$ cat src/rtl/banked_gpr_pkg.sv
package banked_gpr_pkg;

  localparam int GPR_XLEN     = 64;
  localparam int GPR_IDX_W    = 5;
  localparam int GPR_ARCH_N   = 31;
  localparam int GPR_ZERO_IDX = 31;
  localparam int GPR_SHADOW_N = 8;
  localparam int GPR_SLOT_W   = $clog2(GPR_SHADOW_N);
  // banking windows: a contiguous run plus one extra number
  localparam int GPR_RUN_LO   = 8;
  localparam int GPR_RUN_HI   = 14;
  localparam int GPR_EXTRA    = 25;
  localparam int GPR_EXTRA_SLOT = GPR_SHADOW_N - 1;

  typedef struct packed {
    logic                  zero;
    logic                  shadow;
    logic [GPR_SLOT_W-1:0] slot;
  } gpr_loc_t;

  function automatic gpr_loc_t gpr_locate(input logic priv,
                                          input logic [GPR_IDX_W-1:0] idx);
    gpr_loc_t loc;
    logic in_run, is_extra;
    in_run   = (idx >= GPR_IDX_W'(GPR_RUN_LO)) && (idx <= GPR_IDX_W'(GPR_RUN_HI));
    is_extra = (idx == GPR_IDX_W'(GPR_EXTRA));
    loc.zero   = (idx == GPR_IDX_W'(GPR_ZERO_IDX));
    loc.shadow = priv && (in_run || is_extra);
    loc.slot   = is_extra ? GPR_SLOT_W'(GPR_EXTRA_SLOT)
                          : GPR_SLOT_W'(idx - GPR_IDX_W'(GPR_RUN_LO));
    return loc;
  endfunction

endpackage

$ cat src/rtl/gpr_map.sv
module gpr_map
  import banked_gpr_pkg::*;
(
  input  logic                 priv,
  input  logic [GPR_IDX_W-1:0] idx,
  output gpr_loc_t             loc
);
  assign loc = gpr_locate(priv, idx);
endmodule

$ cat src/rtl/gpr_array.sv
module gpr_array #(
  parameter int WIDTH = 64,
  parameter int DEPTH = 8,
  parameter int NRD   = 2,
  localparam int AW   = (DEPTH > 1) ? $clog2(DEPTH) : 1
) (
  input  logic                      clk,
  input  logic                      rst_n,
  input  logic                      we,
  input  logic [AW-1:0]             waddr,
  input  logic [WIDTH-1:0]          wdata,
  input  logic [NRD-1:0][AW-1:0]    raddr,
  output logic [NRD-1:0][WIDTH-1:0] rdata
);
  localparam bit FULL = ((1 << AW) == DEPTH);

  logic [WIDTH-1:0] mem [DEPTH];

  for (genvar r = 0; r < DEPTH; r++) begin : g_row
    always_ff @(posedge clk) begin
      if (!rst_n)                        mem[r] <= '0;
      else if (we && waddr == AW'(r))    mem[r] <= wdata;
    end
  end

  for (genvar p = 0; p < NRD; p++) begin : g_rd
    if (FULL) begin : g_full
      assign rdata[p] = mem[raddr[p]];
    end else begin : g_part
      assign rdata[p] = (raddr[p] < AW'(DEPTH)) ? mem[raddr[p]] : '0;
    end
  end
endmodule

$ cat src/rtl/banked_gpr.sv
module banked_gpr
  import banked_gpr_pkg::*;
(
  input  logic                 clk,
  input  logic                 rst_n,
  input  logic                 priv_mode,
  input  logic                 wr_en,
  input  logic [GPR_IDX_W-1:0] wr_idx,
  input  logic [GPR_XLEN-1:0]  wr_data,
  input  logic [GPR_IDX_W-1:0] rd_a_idx,
  output logic [GPR_XLEN-1:0]  rd_a_data,
  input  logic [GPR_IDX_W-1:0] rd_b_idx,
  output logic [GPR_XLEN-1:0]  rd_b_data
);
  localparam int NRD = 2;

  logic [NRD-1:0][GPR_IDX_W-1:0]  rd_idx;
  logic [NRD-1:0][GPR_XLEN-1:0]   rd_out;
  gpr_loc_t                       rd_loc [NRD];
  logic [NRD-1:0][GPR_IDX_W-1:0]  main_raddr;
  logic [NRD-1:0][GPR_SLOT_W-1:0] sh_raddr;
  logic [NRD-1:0][GPR_XLEN-1:0]   main_rdata;
  logic [NRD-1:0][GPR_XLEN-1:0]   sh_rdata;

  gpr_loc_t wr_loc;
  logic     wr_main_hit;
  logic     wr_shadow_hit;

  assign rd_idx[0] = rd_a_idx;
  assign rd_idx[1] = rd_b_idx;

  for (genvar p = 0; p < NRD; p++) begin : g_port
    gpr_map u_map (.priv(priv_mode), .idx(rd_idx[p]), .loc(rd_loc[p]));
    assign main_raddr[p] = rd_idx[p];
    assign sh_raddr[p]   = rd_loc[p].slot;
    assign rd_out[p] = rd_loc[p].zero   ? '0 :
                       rd_loc[p].shadow ? sh_rdata[p] : main_rdata[p];
  end

  gpr_map u_wmap (.priv(priv_mode), .idx(wr_idx), .loc(wr_loc));

  assign wr_main_hit   = wr_en && !wr_loc.zero && !wr_loc.shadow;
  assign wr_shadow_hit = wr_en && wr_loc.shadow;

  gpr_array #(.WIDTH(GPR_XLEN), .DEPTH(GPR_ARCH_N), .NRD(NRD)) u_main (
    .clk(clk), .rst_n(rst_n), .we(wr_main_hit), .waddr(wr_idx),
    .wdata(wr_data), .raddr(main_raddr), .rdata(main_rdata)
  );

  gpr_array #(.WIDTH(GPR_XLEN), .DEPTH(GPR_SHADOW_N), .NRD(NRD)) u_shadow (
    .clk(clk), .rst_n(rst_n), .we(wr_shadow_hit), .waddr(wr_loc.slot),
    .wdata(wr_data), .raddr(sh_raddr), .rdata(sh_rdata)
  );

  assign rd_a_data = rd_out[0];
  assign rd_b_data = rd_out[1];
endmodule

$ cat config.mk
export PLATFORM = sky130hd
export DESIGN_NAME = banked_gpr
export DESIGN_NICKNAME = d
export VERILOG_FILES = /design/src/rtl/banked_gpr_pkg.sv /design/src/rtl/gpr_map.sv /design/src/rtl/gpr_array.sv /design/src/rtl/banked_gpr.sv
export SDC_FILE = /design/constraint.sdc
export NUM_CORES = 2
export LEC_CHECK = 0
export BUFFER_PORTS_ARGS = -buffer_cell sky130_fd_sc_hd__buf_2
export CORE_MARGIN = 2
export CORE_UTILIZATION = 36
export DETAILED_ROUTE_END_ITERATION = 16
export GPL_ROUTABILITY_DRIVEN = 0
export PLACE_DENSITY = 0.48
export SYNTH_ARGS = -nofsm -noshare
export SYNTH_HDL_FRONTEND = slang
export SYNTH_HIERARCHICAL = 1
export SYNTH_SLANG_ARGS = --single-unit
$ cat constraint.sdc
create_clock -name clk -period 13.1 [get_ports clk]
set_input_delay 0.655 -clock clk [delete_from_list [all_inputs] [get_ports clk]]
set_output_delay 0.655 -clock clk [all_outputs]
set_load 0.03 [all_outputs]
**Yosys cells after proc, flatten, opt, wreduce, memory -nomap -nowiden**

Memory sizes are Yosys's and may differ from the RTL's.
Index checks and enable logic that the tools add are counted.

- Output and inout port bits: 128
- Memory bits (writable): 2,496
- Input port bits: 83
- Memories: 2
- Register bits: 0
- Logic and storage cells: 315

Memory list:

| name | words | bits a word | read ports | clocked after Yosys merged registers in | wr ports | line | RTL |
|---|---|---|---|---|---|---|---|
| u_main.mem | 31 | 64 | 2 | 0 | 31 | gpr_array.sv:17 | `logic [WIDTH-1:0] mem [DEPTH];` |
| u_shadow.mem | 8 | 64 | 2 | 0 | 8 | gpr_array.sv:17 |  |

- Mux-type cells: 166
- Bitwise logic cells: 39
- $add $sub $neg: 3
- Eq/ne operators: 42
- Reductions and logical operators: 55
- Magnitude comparators: 8

Operator list:

| operator | count |
|---|---|
| $mux 64 | 45 |
| $mux 1 | 118 |
| $eq 5x5->1 const B | 20 |
| $logic_and 1x1->1 | 48 |
| $eq 5x4->1 const B | 8 |
| $or 1x1->1 | 39 |
| $eq 5x3->1 const B | 4 |
| $ge 5x4->1 const B | 3 |
| $le 5x4->1 const B | 3 |
| $eq 3x3->1 const B | 4 |
| $eq 5x2->1 const B | 2 |
| $lt 5x5->1 const B | 2 |
| $mux 3 | 3 |
| $sub 3x1->3 const B | 3 |
| $eq 3x2->1 const B | 2 |
| $eq 5x1->1 const B | 1 |
| $logic_not 5->1 | 1 |
| $eq 3x1->1 const B | 1 |
| $logic_not 3->1 | 1 |
| $logic_or 1x1->1 | 3 |
| $logic_not 1->1 | 2 |

**Depth between registers and ports, before layout**

- Depth in word-level cells: 11
- Depth in mapped cells: 12
- Gate-level depth less buffers: 8

**Modules after synthesis**

Netlist, hierarchy kept.

Modules (own cells, without submodules):

| module | cells each | instances | area each (um^2) | seq. area each (um^2) |
|---|---|---|---|---|
| gpr_array at u_main | 7,245 | 1 | 105,790.2 | 59,577.1 |
| gpr_array at u_shadow | 1,672 | 1 | 26,359.0 | 15,374.7 |
| banked_gpr | 286 | 1 | 2,039.5 | 0.0 |
| gpr_map | 10 | 3 | 57.6 | 0.0 |

**Worst setup path after synthesis**

No wires, ideal clock.

- Kind: input port to flip-flop
- Start point: input port wr_idx[2]
- End point: memory u_main.mem[12][0], enable pin
- Arrival: 6,482 ps
- Setup slack: 6,043 ps
- Path buffers: 0
- Required time: 12,525 ps
- Cell stages on the path: 7
- Setup time: 575 ps
- Cell sequence: nand2b_1 -> a21oi_1 -> o211a_1 -> nor3b_1 -> nor3b_1 -> nand2b_1 -> o21ai_0

RTL lines:

| item | line | RTL |
|---|---|---|
| start, declared | banked_gpr.sv:8 | `input logic [GPR_IDX_W-1:0] wr_idx,` |
| end, declared | gpr_array.sv:17 |  |

==> run_results.csv <==
group,metric,value,unit
drt,viasPerCell,6.32,
yosys,yosysMostFrequentCell,"edfxtp_1",
yosys,synth-seq-area-share,0.558,
power_and_ir_drop,ir_drop,0.0878,mV
worst_setup_path,startpoint,"rd_a_idx[1]",
clock_tree,cts_tree,"done",
timing,final.setup.tns,0,ps
worst_setup_path,cp_data_arrival_time,6180,ps
layout,fillers,34200,
yosys,syn_inst,9233,
worst_setup_path,critPathCaptureType,"output port",
placed_design,hpwl,320,mm
worst_setup_path,cp-endpoint,"rd_a_data[11]",
yosys,synth_warnings,6,
timing,min_period_over_period,0.522,
yosys,synth_edf_count,2496,
yosys,synth_flop_cell,"edfxtp_1",
yosys,ys_types,49,
global_routing,grt_max_degree,161,
worst_setup_path,crit_family,"buffers and inverters",
power_and_ir_drop,power_frac_seq,0.467,
worst_setup_path,worstPathCellList,"buf_8 > buf_4 > buf_4 > buf_4 > mux4_2 > mux2i_1 > nor2_1 > a2111oi_0 > nor2_1 > mux2i_1 > nor2_1 > buf_2",
yosys,async_flop_share,0,
die,start_util,0.361,
global_routing,track_usage,0.294,
clock_tree,path_clk_slew,60,ps
clock_tree,htree_levels,5,
power_and_ir_drop,p_comb_frac,0.143,
timing,setup_viol,0,
clock_tree,postCtsHoldBufs,0,
power_and_ir_drop,p_per_area,135,nW/um^2
worst_setup_path,slowest_delay,1220,ps
die,coreArea,372000,um^2
drt,first_pass_iters,8,
drt,dr_total_vias,90200,
layout,area_delta_synth_final,11.4,%
timing,slew_headroom,-0.0967,
global_routing,grt-busiest-layer,"met2",
drt,wirelength,569,mm
worst_setup_path,cp.required,12440,ps
timing,fin_crit,6830,ps
worst_setup_path,worstSetupStartpointType,"primary input",
power_and_ir_drop,switching_share,0.273,
timing,fmax,146,MHz
placed_design,port_buffers,210,
global_routing,use_met1,0.407,
placed_design,dpl-instance-area,141000,um^2
yosys,netlist_area,134000,um^2
power_and_ir_drop,switching_power,5.52,mW
status,violations,"max-capacitance violations, max-slew violations",
drt,drt_iter0_drc,12700,
global_routing,use_met3,0.0656,
status,outcome,"complete, but fails checks",
worst_hold_path,min_path_type,"primary input to flop",
layout,stdcell_area,150000,um^2
yosys,synthesis.nets,9316,
worst_setup_path,cp.depth,12,
global_routing,grt_pass1_wl,770,mm
layout,layout-drive-gt1-share,0.245,
clock_tree,clockRootBuffer,"clkbuf_16",
yosys,avgSynthCellArea,14.6,um^2
power_and_ir_drop,clockPowerShare,0.390,
flow_run,maxCapViolations,3,
worst_setup_path,worstSetupPathType,"primary input to output port",
die,dieArea,378000,um^2
yosys,synthTopCellsByCount,"edfxtp_1, and2_1, mux4_2, clkbuf_1, mux2i_1",
yosys,synth.top_cell.area_share,0.558,
worst_setup_path,path_buf_inv,5,
worst_setup_path,cp_slowest_cell,"a2111oi_0",
drt,drc_errors,0,
timing,hold_viol,0,
layout,finalNetCount,9133,
die,die_h,615,um
die,ios,211,
global_routing,grt_overflow_total,0,
yosys,synthTopCellsByArea,"edfxtp_1, mux4_2, and2_1",
drt,wl_per_cell,39.8,um
global_routing,use_met2,0.461,
clock_tree,cts_resized,0,
timing,rsz0062_at_grt,"false",
global_routing,grt_pass1_vias,88400,
die,row_count,224,
global_routing,antenna_found_initial,93,
power_and_ir_drop,power.internal,14.7,mW
yosys,ys_seq_elements,2496,
clock_tree,cts_made_buffers,290,
clock_tree,cts_sinks,2496,
timing,report.final.slew_viol_count,5,
clock_tree,post_cts_buffers,0,
power_and_ir_drop,leakage,50.3,nW
yosys,yosysTopAreaCell,"edfxtp_1",
timing,tightestPinTransition,1630,ps
clock_tree,clockBufferDepth,4,
drt,postRouteAntennaNets,0,
die,die_x,615,um
worst_setup_path,path_max_fanout,39,
==> final cells by class <==
cell class	instances	area, um^2	area share
sequential	2496	75000	0.501
multi-input combinational	5662	55500	0.371
clock buffer	367	7780	0.0520
tap	4972	6220	0.0416
timing repair buffer	532	3800	0.0254
clock inverter	144	1050	0.00700
inverter	68	255	0.00171
antenna	33	82.6	0.000552
==> worst min path at each step <==
| stage | from | end | slack [ps] | cells after the start |
|---|---|---|---|---|
| 2_1_floorplan | wr_data[63] | u_main/mem[0][63] | 850 | 1 |
| 3_3_place_gp | wr_data[62] | u_main/mem[10][62] | 1280 | 2 |
| 3_5_place_dp | wr_data[52] | u_main/mem[18][52] | 1310 | 2 |
| 4_1_cts | wr_data[63] | u_main/mem[5][63] | 370 | 2 |
| 5_1_grt | wr_data[1] | u_main/mem[20][1] | 420 | 2 |
| 6_report | wr_data[1] | u_main/mem[23][1] | 410 | 2 |
==> state kept, by name, summed over array words and instances (netlist names) <==
register      cells
u_main/mem     1984
u_shadow/mem    512
==> power by group through the flow <==
stage	Clock [mW]	Combinational (mW)	Sequential, mW
after global routing	8.27	2.96	9.49
final	7.89	2.89	9.44
after CTS	7.97	2.84	9.44
after floorplan	0	1.68	9.58
after global placement	0	2.83	9.57
after detailed placement	0	2.84	9.61
==> kinds of logic (layout without fill, tap and decap cells) <==
| kind of cell | Yosys count | count (layout) | share of synthesized area |
|---|---|---|---|
| AO/OA/AOI/OAI | 801 | 801 | 0.0420 |
| buffers and inverters | 1075 | 1111 | 0.0361 |
| flip-flops | 2496 | 2496 | 0.558 |
| multiplexers | 1817 | 1817 | 0.235 |
| other | 0 | 33 | 0 |
| AND/OR/NAND/NOR | 3044 | 3044 | 0.129 |
==> layer usage <==
layer	part of all wire	up-vias
met3	0.11	1030
met5	0.00028	-
met1	0.40	48200
met2	0.46	5675
li1	-	35300
met4	0.032	22
==> cell usage in the layout (no fill, tap or decap), types with 125 or more instances in the layout <==
cell type	instances
mux2_2	191
mux2i_1	577
clkbuf_16	301
nor2_1	230
buf_4	303
and2_1	1987
mux4_2	1049
buf_2	199
o21ai_0	125
nand2_1	147
edfxtp_1	2496
nor3_1	515
==> through the flow <==
stage	std cells	power [mW]	utilization	hold WS, ps	setup WS, ps
4_1_cts	14200	20.3	0.402	367	6600
2_1_floorplan	9233	11.3	-	853	6040
5_1_grt	14200	20.7	0.402	419	6160
6_report	14300	20.2	0.402	411	6270
3_3_place_gp	13700	12.4	0.378	1280	6450
3_5_place_dp	13700	12.4	0.378	1310	6620
Note: power is estimated with default switching activity, not from simulation.
